### config.mk
export PLATFORM = sky130hd
export DESIGN_NAME = fsbm_engine
export DESIGN_NICKNAME = d
export VERILOG_FILES = /design/src/rtl/fsbm_pkg.sv /design/src/rtl/fsbm_pe.sv /design/src/rtl/fsbm_window.sv /design/src/rtl/fsbm_select.sv /design/src/rtl/fsbm_engine.sv
export SDC_FILE = /design/constraint.sdc
export NUM_CORES = 2
export LEC_CHECK = 0
export BUFFER_PORTS_ARGS = -buffer_cell sky130_fd_sc_hd__buf_2
export CAP_MARGIN = 20
export CORE_UTILIZATION = 40
export DETAILED_ROUTE_END_ITERATION = 16
export PLACE_DENSITY_LB_ADDON = 0.15
export RECOVER_POWER = 25
export SYNTH_ARGS = -nofsm -noshare
export SYNTH_HDL_FRONTEND = slang
export SYNTH_HIERARCHICAL = 1
export SYNTH_SLANG_ARGS = --single-unit
### constraint.sdc
create_clock -name clk -period 11.4 [get_ports clk]
set_input_delay 1.71 -clock clk [delete_from_list [all_inputs] [get_ports clk]]
set_output_delay 1.71 -clock clk [all_outputs]
set_load 0.02 [all_outputs]
### src/rtl/fsbm_pkg.sv
package fsbm_pkg;
  localparam int PIX_W = 8;
  typedef logic [PIX_W-1:0] pix_t;

  // magnitude of the difference of two pixels
  function automatic pix_t abs_diff(input pix_t a, input pix_t b);
    return (a > b) ? pix_t'(a - b) : pix_t'(b - a);
  endfunction
endpackage

### src/rtl/fsbm_pe.sv
module fsbm_pe
  import fsbm_pkg::*;
(
  input  logic clk,
  input  logic rst_n,
  input  logic ref_shift_i,
  input  pix_t ref_in_i,
  output pix_t ref_q_o,
  input  pix_t srch_i,
  output pix_t ad_o
);
  pix_t ref_q;
  pix_t ad_q;

  // reference storage: part of the preload chain
  always_ff @(posedge clk or negedge rst_n) begin
    if (!rst_n)           ref_q <= '0;
    else if (ref_shift_i) ref_q <= ref_in_i;
  end

  // absolute difference, registered one cycle
  always_ff @(posedge clk or negedge rst_n) begin
    if (!rst_n) ad_q <= '0;
    else        ad_q <= abs_diff(srch_i, ref_q);
  end

  assign ref_q_o = ref_q;
  assign ad_o    = ad_q;
endmodule

### src/rtl/fsbm_window.sv
module fsbm_window
  import fsbm_pkg::*;
#(
  parameter int N       = 4,
  parameter int MAX_DIM = 8,
  localparam int DW  = $clog2(MAX_DIM + 1),
  localparam int PW  = $clog2(MAX_DIM),
  localparam int LEN = (N - 1) * MAX_DIM + N,
  localparam int IW  = $clog2(LEN)
)(
  input  logic              clk,
  input  logic              rst_n,
  input  logic              start_i,
  input  logic [DW-1:0]     dim_i,
  input  logic              srch_vld_i,
  input  pix_t              srch_pix_i,
  output logic [DW-1:0]     dim_o,
  output pix_t [N*N-1:0]    taps_o,
  output logic              cand_v_o,
  output logic              cand_last_o,
  output logic [PW-1:0]     cand_r_o,
  output logic [PW-1:0]     cand_c_o
);
  pix_t win [LEN];
  logic [DW-1:0] dim_q;
  logic [DW-1:0] col_q, row_q;
  logic          in_win;
  logic          at_last;

  // search delay line; row spacing comes from the latched dimension
  always_ff @(posedge clk) begin
    if (srch_vld_i) begin
      win[0] <= srch_pix_i;
      for (int k = 1; k < LEN; k++) win[k] <= win[k-1];
    end
  end

  for (genvar r = 0; r < N; r++) begin : g_row
    for (genvar c = 0; c < N; c++) begin : g_col
      logic [IW-1:0] idx;
      assign idx = IW'(N - 1 - r) * IW'(dim_q) + IW'(N - 1 - c);
      assign taps_o[r*N + c] = win[idx];
    end
  end

  // position of the pixel being accepted
  assign in_win  = (col_q >= DW'(N - 1)) && (row_q >= DW'(N - 1)) && (row_q < dim_q);
  assign at_last = (col_q == dim_q - 1'b1) && (row_q == dim_q - 1'b1);

  always_ff @(posedge clk or negedge rst_n) begin
    if (!rst_n) begin
      dim_q       <= DW'(MAX_DIM);
      col_q       <= '0;
      row_q       <= '0;
      cand_v_o    <= 1'b0;
      cand_last_o <= 1'b0;
      cand_r_o    <= '0;
      cand_c_o    <= '0;
    end else if (start_i) begin
      dim_q       <= dim_i;
      col_q       <= '0;
      row_q       <= '0;
      cand_v_o    <= 1'b0;
      cand_last_o <= 1'b0;
    end else begin
      cand_v_o    <= srch_vld_i && in_win;
      cand_last_o <= srch_vld_i && at_last;
      if (srch_vld_i) begin
        cand_r_o <= PW'(row_q - DW'(N - 1));
        cand_c_o <= PW'(col_q - DW'(N - 1));
        if (col_q == dim_q - 1'b1) begin
          col_q <= '0;
          row_q <= row_q + 1'b1;
        end else begin
          col_q <= col_q + 1'b1;
        end
      end
    end
  end

  assign dim_o = dim_q;

  assert_dim_latched_R3: assert property (@(posedge clk) disable iff (!rst_n)
    !start_i |=> $stable(dim_q));
  assert_cand_inside_R4: assert property (@(posedge clk) disable iff (!rst_n)
    cand_v_o |-> (DW'(cand_r_o) <= dim_q - DW'(N)) && (DW'(cand_c_o) <= dim_q - DW'(N)));
endmodule

### src/rtl/fsbm_select.sv
module fsbm_select #(
  parameter int SUM_W = 12,
  parameter int PW    = 3,
  localparam int MV_W = PW + 1
)(
  input  logic                   clk,
  input  logic                   rst_n,
  input  logic                   start_i,
  input  logic signed [MV_W-1:0] half_i,
  input  logic                   cand_v_i,
  input  logic                   cand_last_i,
  input  logic [PW-1:0]          cand_r_i,
  input  logic [PW-1:0]          cand_c_i,
  input  logic [SUM_W-1:0]       cost_i,
  output logic [SUM_W-1:0]       best_cost_o,
  output logic signed [MV_W-1:0] mv_x_o,
  output logic signed [MV_W-1:0] mv_y_o,
  output logic                   done_o
);
  logic take;
  assign take = cand_v_i && (cost_i < best_cost_o);

  always_ff @(posedge clk or negedge rst_n) begin
    if (!rst_n) begin
      best_cost_o <= '1;
      mv_x_o      <= '0;
      mv_y_o      <= '0;
      done_o      <= 1'b0;
    end else if (start_i) begin
      best_cost_o <= '1;
      mv_x_o      <= '0;
      mv_y_o      <= '0;
      done_o      <= 1'b0;
    end else begin
      done_o <= cand_last_i;
      if (take) begin
        best_cost_o <= cost_i;
        mv_x_o      <= $signed({1'b0, cand_c_i}) - half_i;
        mv_y_o      <= $signed({1'b0, cand_r_i}) - half_i;
      end
    end
  end

  assert_champ_falls_R5: assert property (@(posedge clk) disable iff (!rst_n)
    !start_i |=> best_cost_o <= $past(best_cost_o));
  assert_restart_R8: assert property (@(posedge clk) disable iff (!rst_n)
    start_i |=> best_cost_o == '1 && mv_x_o == 0 && mv_y_o == 0);
  assert_mv_range_R6: assert property (@(posedge clk) disable iff (!rst_n)
    done_o |-> mv_x_o >= -half_i && mv_x_o <= half_i && mv_y_o >= -half_i && mv_y_o <= half_i);
  assert_done_pulse_R7: assert property (@(posedge clk) disable iff (!rst_n)
    done_o |=> !done_o);
  assert_hold_R10: assert property (@(posedge clk) disable iff (!rst_n)
    (!start_i && !cand_v_i) |=> $stable(best_cost_o) && $stable(mv_x_o) && $stable(mv_y_o));
  assert_tie_keeps_R9: assert property (@(posedge clk) disable iff (!rst_n)
    (!start_i && cand_v_i && cost_i == best_cost_o) |=> $stable(mv_x_o) && $stable(mv_y_o));
endmodule

### src/rtl/fsbm_engine.sv
module fsbm_engine
  import fsbm_pkg::*;
#(
  parameter int N       = 4,
  parameter int MAX_DIM = 8,
  localparam int NN    = N * N,
  localparam int DW    = $clog2(MAX_DIM + 1),
  localparam int PW    = $clog2(MAX_DIM),
  localparam int MV_W  = PW + 1,
  localparam int SUM_W = PIX_W + $clog2(NN),
  localparam int CW    = 2 * DW
)(
  input  logic                   clk,
  input  logic                   rst_n,
  input  logic                   start_i,
  input  logic [DW-1:0]          dim_i,
  input  logic                   ref_vld_i,
  input  logic [PIX_W-1:0]       ref_pix_i,
  input  logic                   srch_vld_i,
  input  logic [PIX_W-1:0]       srch_pix_i,
  output logic [SUM_W-1:0]       best_cost_o,
  output logic signed [MV_W-1:0] mv_x_o,
  output logic signed [MV_W-1:0] mv_y_o,
  output logic                   done_o
);
  logic [DW-1:0]          dim_q;
  pix_t [NN-1:0]          taps;
  pix_t                   ref_chain [NN+1];
  pix_t                   ad [NN];
  logic                   v1, last1, v2, last2;
  logic [PW-1:0]          r1, c1, r2, c2;
  logic [SUM_W-1:0]       sad;
  logic signed [MV_W-1:0] half;
  logic [CW-1:0]          cand_cnt;
  logic [CW-1:0]          cand_exp;

  fsbm_window #(.N(N), .MAX_DIM(MAX_DIM)) u_win (
    .clk(clk), .rst_n(rst_n), .start_i(start_i), .dim_i(dim_i),
    .srch_vld_i(srch_vld_i), .srch_pix_i(srch_pix_i), .dim_o(dim_q),
    .taps_o(taps), .cand_v_o(v1), .cand_last_o(last1),
    .cand_r_o(r1), .cand_c_o(c1)
  );

  // reference preload chain: port feeds the last PE, first pixel ends in PE 0
  assign ref_chain[NN] = ref_pix_i;
  for (genvar k = 0; k < NN; k++) begin : g_pe
    fsbm_pe u_pe (
      .clk(clk), .rst_n(rst_n), .ref_shift_i(ref_vld_i),
      .ref_in_i(ref_chain[k+1]), .ref_q_o(ref_chain[k]),
      .srch_i(taps[k]), .ad_o(ad[k])
    );
  end

  // candidate tags follow the PE register stage
  always_ff @(posedge clk or negedge rst_n) begin
    if (!rst_n) begin
      v2 <= 1'b0; last2 <= 1'b0; r2 <= '0; c2 <= '0;
    end else begin
      v2 <= v1 && !start_i; last2 <= last1 && !start_i; r2 <= r1; c2 <= c1;
    end
  end

  always_comb begin
    sad = '0;
    for (int k = 0; k < NN; k++) sad = sad + SUM_W'(ad[k]);
  end

  assign half = $signed(MV_W'((dim_q - DW'(N)) >> 1));

  fsbm_select #(.SUM_W(SUM_W), .PW(PW)) u_sel (
    .clk(clk), .rst_n(rst_n), .start_i(start_i), .half_i(half),
    .cand_v_i(v2), .cand_last_i(last2), .cand_r_i(r2), .cand_c_i(c2),
    .cost_i(sad), .best_cost_o(best_cost_o), .mv_x_o(mv_x_o),
    .mv_y_o(mv_y_o), .done_o(done_o)
  );

  // candidate tally for the count check
  always_ff @(posedge clk or negedge rst_n) begin
    if (!rst_n)       cand_cnt <= '0;
    else if (start_i) cand_cnt <= '0;
    else if (v2)      cand_cnt <= cand_cnt + 1'b1;
  end
  assign cand_exp = CW'(dim_q - DW'(N - 1)) * CW'(dim_q - DW'(N - 1));

  assert_cand_total_R4: assert property (@(posedge clk) disable iff (!rst_n)
    done_o |-> cand_cnt == cand_exp);
  assert_sad_bound_R5: assert property (@(posedge clk) disable iff (!rst_n)
    v2 |-> sad <= SUM_W'(NN * 255));
endmodule

; ---- Yosys cells after proc, flatten, opt, wreduce, memory -nomap -nowiden
; Memories as Yosys holds them, arrays and structs flattened.
; Cells that the tools add are included.
[totals]
ff_bits = 305
latchBits = 0
mem_bits_rw = 224
rom_bits = 0
input_bits = 25
output_inout_bits = 21
n_memories = 1
[op_classes]
addsub = 64
n_mul = 1
div_mod_pow = 0
order_cmp = 20
eq_ne = 2
n_shift = 0
n_mux = 33
n_bitwise = 1
n_reduce_logical = 14
[memory_table]
columns = memory, words, word_bits, rd, rd_clocked_by_memory_dff, wr, line
row1 = u_win.win, 28, 8, 39, 0, 28, fsbm_window.sv:24  ; pix_t win [LEN];
[ops]
columns = op, n
row1 = subtractor 8 bit, 32
row2 = adder 12 x 8 -> 12 bit, 11
row3 = greater-than comparator 8 bit, 16
row4 = two-way mux 8 bit, 16
row5 = two-way mux 4 bit, 10
row6 = two-way mux 12 bit, 2
row7 = adder 5 x 2 -> 5 bit (second input constant), 4
row8 = adder 11 x 8 -> 12 bit, 1
row9 = < comparator 12 bit, 1
row10 = adder 10 x 8 -> 11 bit, 1
row11 = adder 4 x 2 -> 5 bit (second input constant), 2
row12 = adder 5 x 1 -> 5 bit (second input constant), 2
row13 = adder 9 x 8 -> 10 bit, 1
row14 = adder 8 x 8 -> 9 bit, 1
row15 = adder 4 x 1 -> 4 bit (second input constant), 2
row16 = == test 4 bit, 2
row17 = greater-or-equal comparator 4 x 2 -> 1 bit (second input constant), 2
row18 = logical AND 1 bit, 8
row19 = subtractor 3 x 3 -> 4 bit, 2
row20 = nonzero test 2 bit, 3
row21 = subtractor 3 x 2 -> 3 bit (second input constant), 2
row22 = adder 4 x 1 -> 5 bit (second input constant), 1
row23 = multiplier 2 x 4 -> 5 bit (first input constant), 1
row24 = two-way mux 1 bit, 5
row25 = other kinds (6), 7

; ---- Depth between registers and ports, before layout
[depth]
ltp_word = 19
mapped_depth = 28
ltp_nobuf = 25

; ---- By module
; The synthesis kept the hierarchy.
[modules_own_cells]
columns = module, instances, cells_each, area_each_um2, seq_area_each_um2
row1 = fsbm_window, 1, 1608, 22257.6, 7228.2
row2 = fsbm_pe, 16, 120, 1146.1, 400.4
row3 = fsbm_engine, 1, 373, 3614.7, 200.2
row4 = fsbm_select, 1, 137, 1488.9, 540.5

; ---- Worst setup path before layout
; Ideal clock, no wire load.
[synth_timing]
path_kind = flip-flop to flip-flop
from = register g_pe[12].u_pe.ad_q[7]
to = register u_sel.best_cost_o[10]
setup_ns = 0.075
arrival_ns = 6.079
required_ns = 11.325
setup_slack_ns = 5.246
path_stages_with_launch = 23
period_less_slack_ns = 6.154
cell_sequence = dfrtp_1 -> fa_1 -> inv_1 -> fa_1 -> inv_1 -> fa_1 -> fa_1 -> fa_1 -> inv_1 -> fa_1 -> inv_1 -> ha_1 -> a21o_1 -> a21o_1 -> a221oi_2 -> xnor2_1 -> ha_1 -> and3_4 -> nand4_2 -> o31ai_2 -> nor2_4 -> buf_6 -> o211ai_2
[synth_between]
elab_chain_cells = 7
elab_cells_between_ends = 9
classes_between = add/sub: 4 / order compare: 1 / mux: 2 / reduce/logical: 2
[synth_lines]
columns = item, line
row1 = "start, declared", fsbm_pe.sv:13  ; pix_t ad_q;
row2 = "start signal, assigned", fsbm_pe.sv:24  ; else ad_q <= abs_diff(srch_i, ref_q);
row3 = adder 12 x 8 -> 12 bit (*) (4 in series), fsbm_engine.sv:65  ; for (int k = 0; k < NN; k++) sad = sad + SUM_W'(ad[k]);
row4 = named net sad[10], fsbm_engine.sv:32  ; logic [SUM_W-1:0] sad;
row5 = < comparator 12 bit, fsbm_select.sv:21  ; assign take = cand_v_i && (cost_i < best_cost_o);
row6 = logical AND 1 bit, fsbm_select.sv:21
row7 = nonzero test 2 bit (no source line), n/a
row8 = "end signal, assigned", fsbm_select.sv:37  ; best_cost_o <= cost_i;
row9 = "end, declared", fsbm_select.sv:15  ; output logic [SUM_W-1:0] best_cost_o,
; The timed path passes the listed nets; every way through them passes the cells marked *. The select of a mux whose other input is x is not followed.
; A chain may end at the register's enable or synchronous reset.

==> results.md <==
- Fin nets: 4430
- WL/cell: 27.0 um
- Ys Warns: 6
- Worst R2R End: u_sel/mv_y_o[3]$_DFFE_PN0P_
- Slew HR: -3.22
- Reg area: 14400 um2
- Most common cell after layout, fill and taps aside: inv_1
- Total CTS buffers: 70
- Initial core utilization: 0.405
- Filler instances: 10700
- Global route overflow: 0
- Hold Path Class: reg -> reg
- Root Buffer: clkbuf_16
- Aggregate global-route resource usage: 0.258
- CP Max Fanout: 109
- FFs w/ async S/R, synth: 0.577
- H-tree depth: 3
- Sequential cell area fraction in the yosys report: 0.315
- Post-layout min period: 7.69 ns
- First drt pass iteration count: 6
- Layout cells sized above 1: 0.204
- Wire length after detailed routing: 149 mm
- RR Startpoint: g_pe[12].u_pe/ad_o[7]$_DFF_PN0_
- Distinct cells, synth: 84
- Post-synthesis cell count: 4038
- Largest delay contributor family on the critical path: buffers and inverters
- Drt drc: 0
- RePlAce Congestion: 0.903
- Clk Latency, worst-skew pair: 0.66 ns
- # hold bufs at CTS: 0
- Critical Path Source Type: input port
- Type of destination of the critical path: async pin
- CTS Sinks: 529
- Violated checks: max-capacitance violations, max-slew violations
- Synth-to-layout area growth: 7.76%
- Worst hold path depth: 0
- Clock skew: 0.0354 ns
- Crit path largest cell delay: 4.33 ns
- WS Path Type: in -> async
- Hold_sp: u_win/cand_r_o[1]$_DFFE_PN0P_
- Post-CTS Resized: 0
- Syn Area/Cell: 11.3 um2
- Critical Path RT: 12.03 ns
- Vias in the first global route: 32000
- DR vias: 33000
- Crit-path slowest cell: clkbuf_1
- Ports: 46
- CP Buf/Inv Count: 3
- Total core area: 113000 um2
- Final TNS setup: 0 ns
- Critical Path, Cell by Cell: clkbuf_1 > buf_4 > buf_4
- Worst-Margin Slew: 6.34 ns
- Largest net degree at the start of global routing: 166
- Area of the multi-input gates: 28000 um2
- EDFF count, synth: 224
- I/O Buffers: 45
- Clock edge transition at the registers on the reported setup and hold paths: 0.06 ns
- CTS tree: built
- Fmax: 130 MHz
- Die X: 340 um
- Syn Std Cell Area: 45700 um2
- Status: finished with violations
- Most frequent cells in the layout: 502 x inv_1, 347 x mux4_2, 319 x nand2_1
- Die area: 116000 um2
- Max-cap violation count: 1
- WHS Endpoint: r2[1]$_DFF_PN0_
- R2R setup slack: 4.49 ns
- Longest Clk Path Bufs: 3
- First-pass GRT wire length: 221 mm
- Setup violators final: 0
- Synth Flop Type: dfrtp_1
- Hold Violations, Final: 0
- Die Ht: 340 um
- Vias per cell: 5.97
- Fin crit share: 0.675
- Most used cell, CP: buf_4
- Initial DRC count: 3217
- RSZ-0062 raised after global routing: no
- Post-CTS Setup Bufs: 0
- DP Wirelength: 112 mm
- Max Slew Vio Count: 110
- Flops & latches, synth: 529
- Worst Reg-to-Reg Cells: 21
- Post-route antenna net violation count: 0
- Initial antenna violation count: 18
- Row count: 123
- Worst Path Arrival: 8.32 ns
==> sequential cells by signal (all words and copies together), names as in the netlist, 3 cells and up <==
name	flops
r2	3
u_win/win	224
u_win/col_q	4
u_sel/mv_y_o	4
g_pe.u_pe/ad_o	128
u_win/row_q	4
g_pe.u_pe/ref_q_o	128
u_win/dim_o	4
u_sel/mv_x_o	4
u_sel/best_cost_o	12
c2	3
u_win/cand_c_o	3
u_win/cand_r_o	3
==> worst register-to-register path: cells and delay by family, from the launching register on <==
family                   cells  cell delay (ns)
XOR/XNOR                     1             0.18
adder cells (fa/ha/maj)      8             3.88
AO/OA/AOI/OAI                8             2.16
flip-flops                   1             0.38
buffers and inverters        4             0.23
==> cell families (layout without fill, tap and decap cells) <==
kind of cell,Yosys count,after routing,synth area share
compound gates,801,801,0.114
buf+inv,757,743,0.0759
mux,761,761,0.265
simple gates,610,610,0.0596
other cells,1,4,0.0000821
flops,529,529,0.315
fa+ha+maj,437,437,0.143
xor+xnor,142,142,0.0281
==> through the flow <==
step	utilization	instance area, um2	cells	setup WS, ns	hold WS [ns]
3_3_place_gp	0.416	46900	5392	4.48	0.365
2_1_floorplan	-	45700	4039	5.25	0.349
6_report	0.437	49200	5527	3.71	0.377
4_1_cts	0.437	49300	5523	4.41	0.381
3_5_place_dp	0.416	46900	5394	4.39	0.367
5_1_grt	0.437	49200	5525	2.38	0.392
==> worst max-delay path by stage <==
stage                                    start                             endpoint  cells after the start
6_report                                 rst_n  g_pe[1].u_pe/ref_q_o[0]$_DFFE_PN0P_                      3
5_1_grt                                  rst_n       g_pe[1].u_pe/ad_o[2]$_DFF_PN0_                      3
4_1_cts        g_pe[15].u_pe/ad_o[2]$_DFF_PN0_          u_sel/mv_y_o[3]$_DFFE_PN0P_                     23
3_5_place_dp   g_pe[15].u_pe/ad_o[2]$_DFF_PN0_          u_sel/mv_y_o[3]$_DFFE_PN0P_                     23
3_3_place_gp   g_pe[15].u_pe/ad_o[2]$_DFF_PN0_          u_sel/mv_x_o[3]$_DFFE_PN0P_                     23
2_1_floorplan  g_pe[12].u_pe/ad_o[7]$_DFF_PN0_    u_sel/best_cost_o[10]$_DFFE_PN1P_                     22
==> metal layers <==
| metal | wire length (um) | vias to the layer above | GRT usage |
|---|---|---|---|
| met5 | 95 | - | 0 |
| met4 | 5920 | 12 | 0.101 |
| met3 | 12200 | 250 | 0.0553 |
| met2 | 63800 | 1241 | 0.374 |
| met1 | 67300 | 16900 | 0.376 |
| li1 | - | 14600 | - |
==> synth_stat cells, types with 10 or more instances <==
library cell / n / area share
a211oi_2: 16 / 0.0044
xor2_1: 74 / 0.014
nand3_1: 36 / 0.0039
a21o_1: 40 / 0.0066
a21oi_1: 130 / 0.014
and3_2: 16 / 0.0026
o21ai_0: 310 / 0.034
nor2_1: 130 / 0.011
dfrtp_1: 292 / 0.16
o211ai_1: 17 / 0.0028
xnor2_1: 64 / 0.012
edfxtp_1: 224 / 0.15
nand4_1: 34 / 0.0047
nor2b_1: 11 / 0.0015
buf_6: 49 / 0.012
a211oi_1: 47 / 0.0077
buf_1: 11 / 0.00090
o22a_1: 16 / 0.0031
a311oi_1: 36 / 0.0069
mux4_2: 347 / 0.17
mux2i_1: 294 / 0.064
nand2_1: 319 / 0.026
o211ai_2: 10 / 0.0027
mux2_2: 120 / 0.030
nor3_1: 12 / 0.0013
o21bai_1: 18 / 0.0030
buf_4: 26 / 0.0043
fa_1: 143 / 0.063
buf_2: 112 / 0.012
dfstp_2: 13 / 0.0075
nand3b_1: 17 / 0.0028
inv_1: 502 / 0.041
clkbuf_1: 52 / 0.0043
a31oi_1: 71 / 0.0097
a21o_2: 32 / 0.0061
ha_1: 294 / 0.080
==> cell type report <==
type / instances / share of cell area
inverters: 505 / 0.0385
clock buffers: 90 / 0.0400
flip-flops and latches: 529 / 0.292
repair buffers: 109 / 0.0146
clock inverters: 39 / 0.00775
well taps: 1500 / 0.0381
diodes: 2 / 0.000102
multi-input cells: 2753 / 0.569
Power is not shown: default switching activity piles up to over one toggle a cycle in this logic, so the estimate is an artifact.
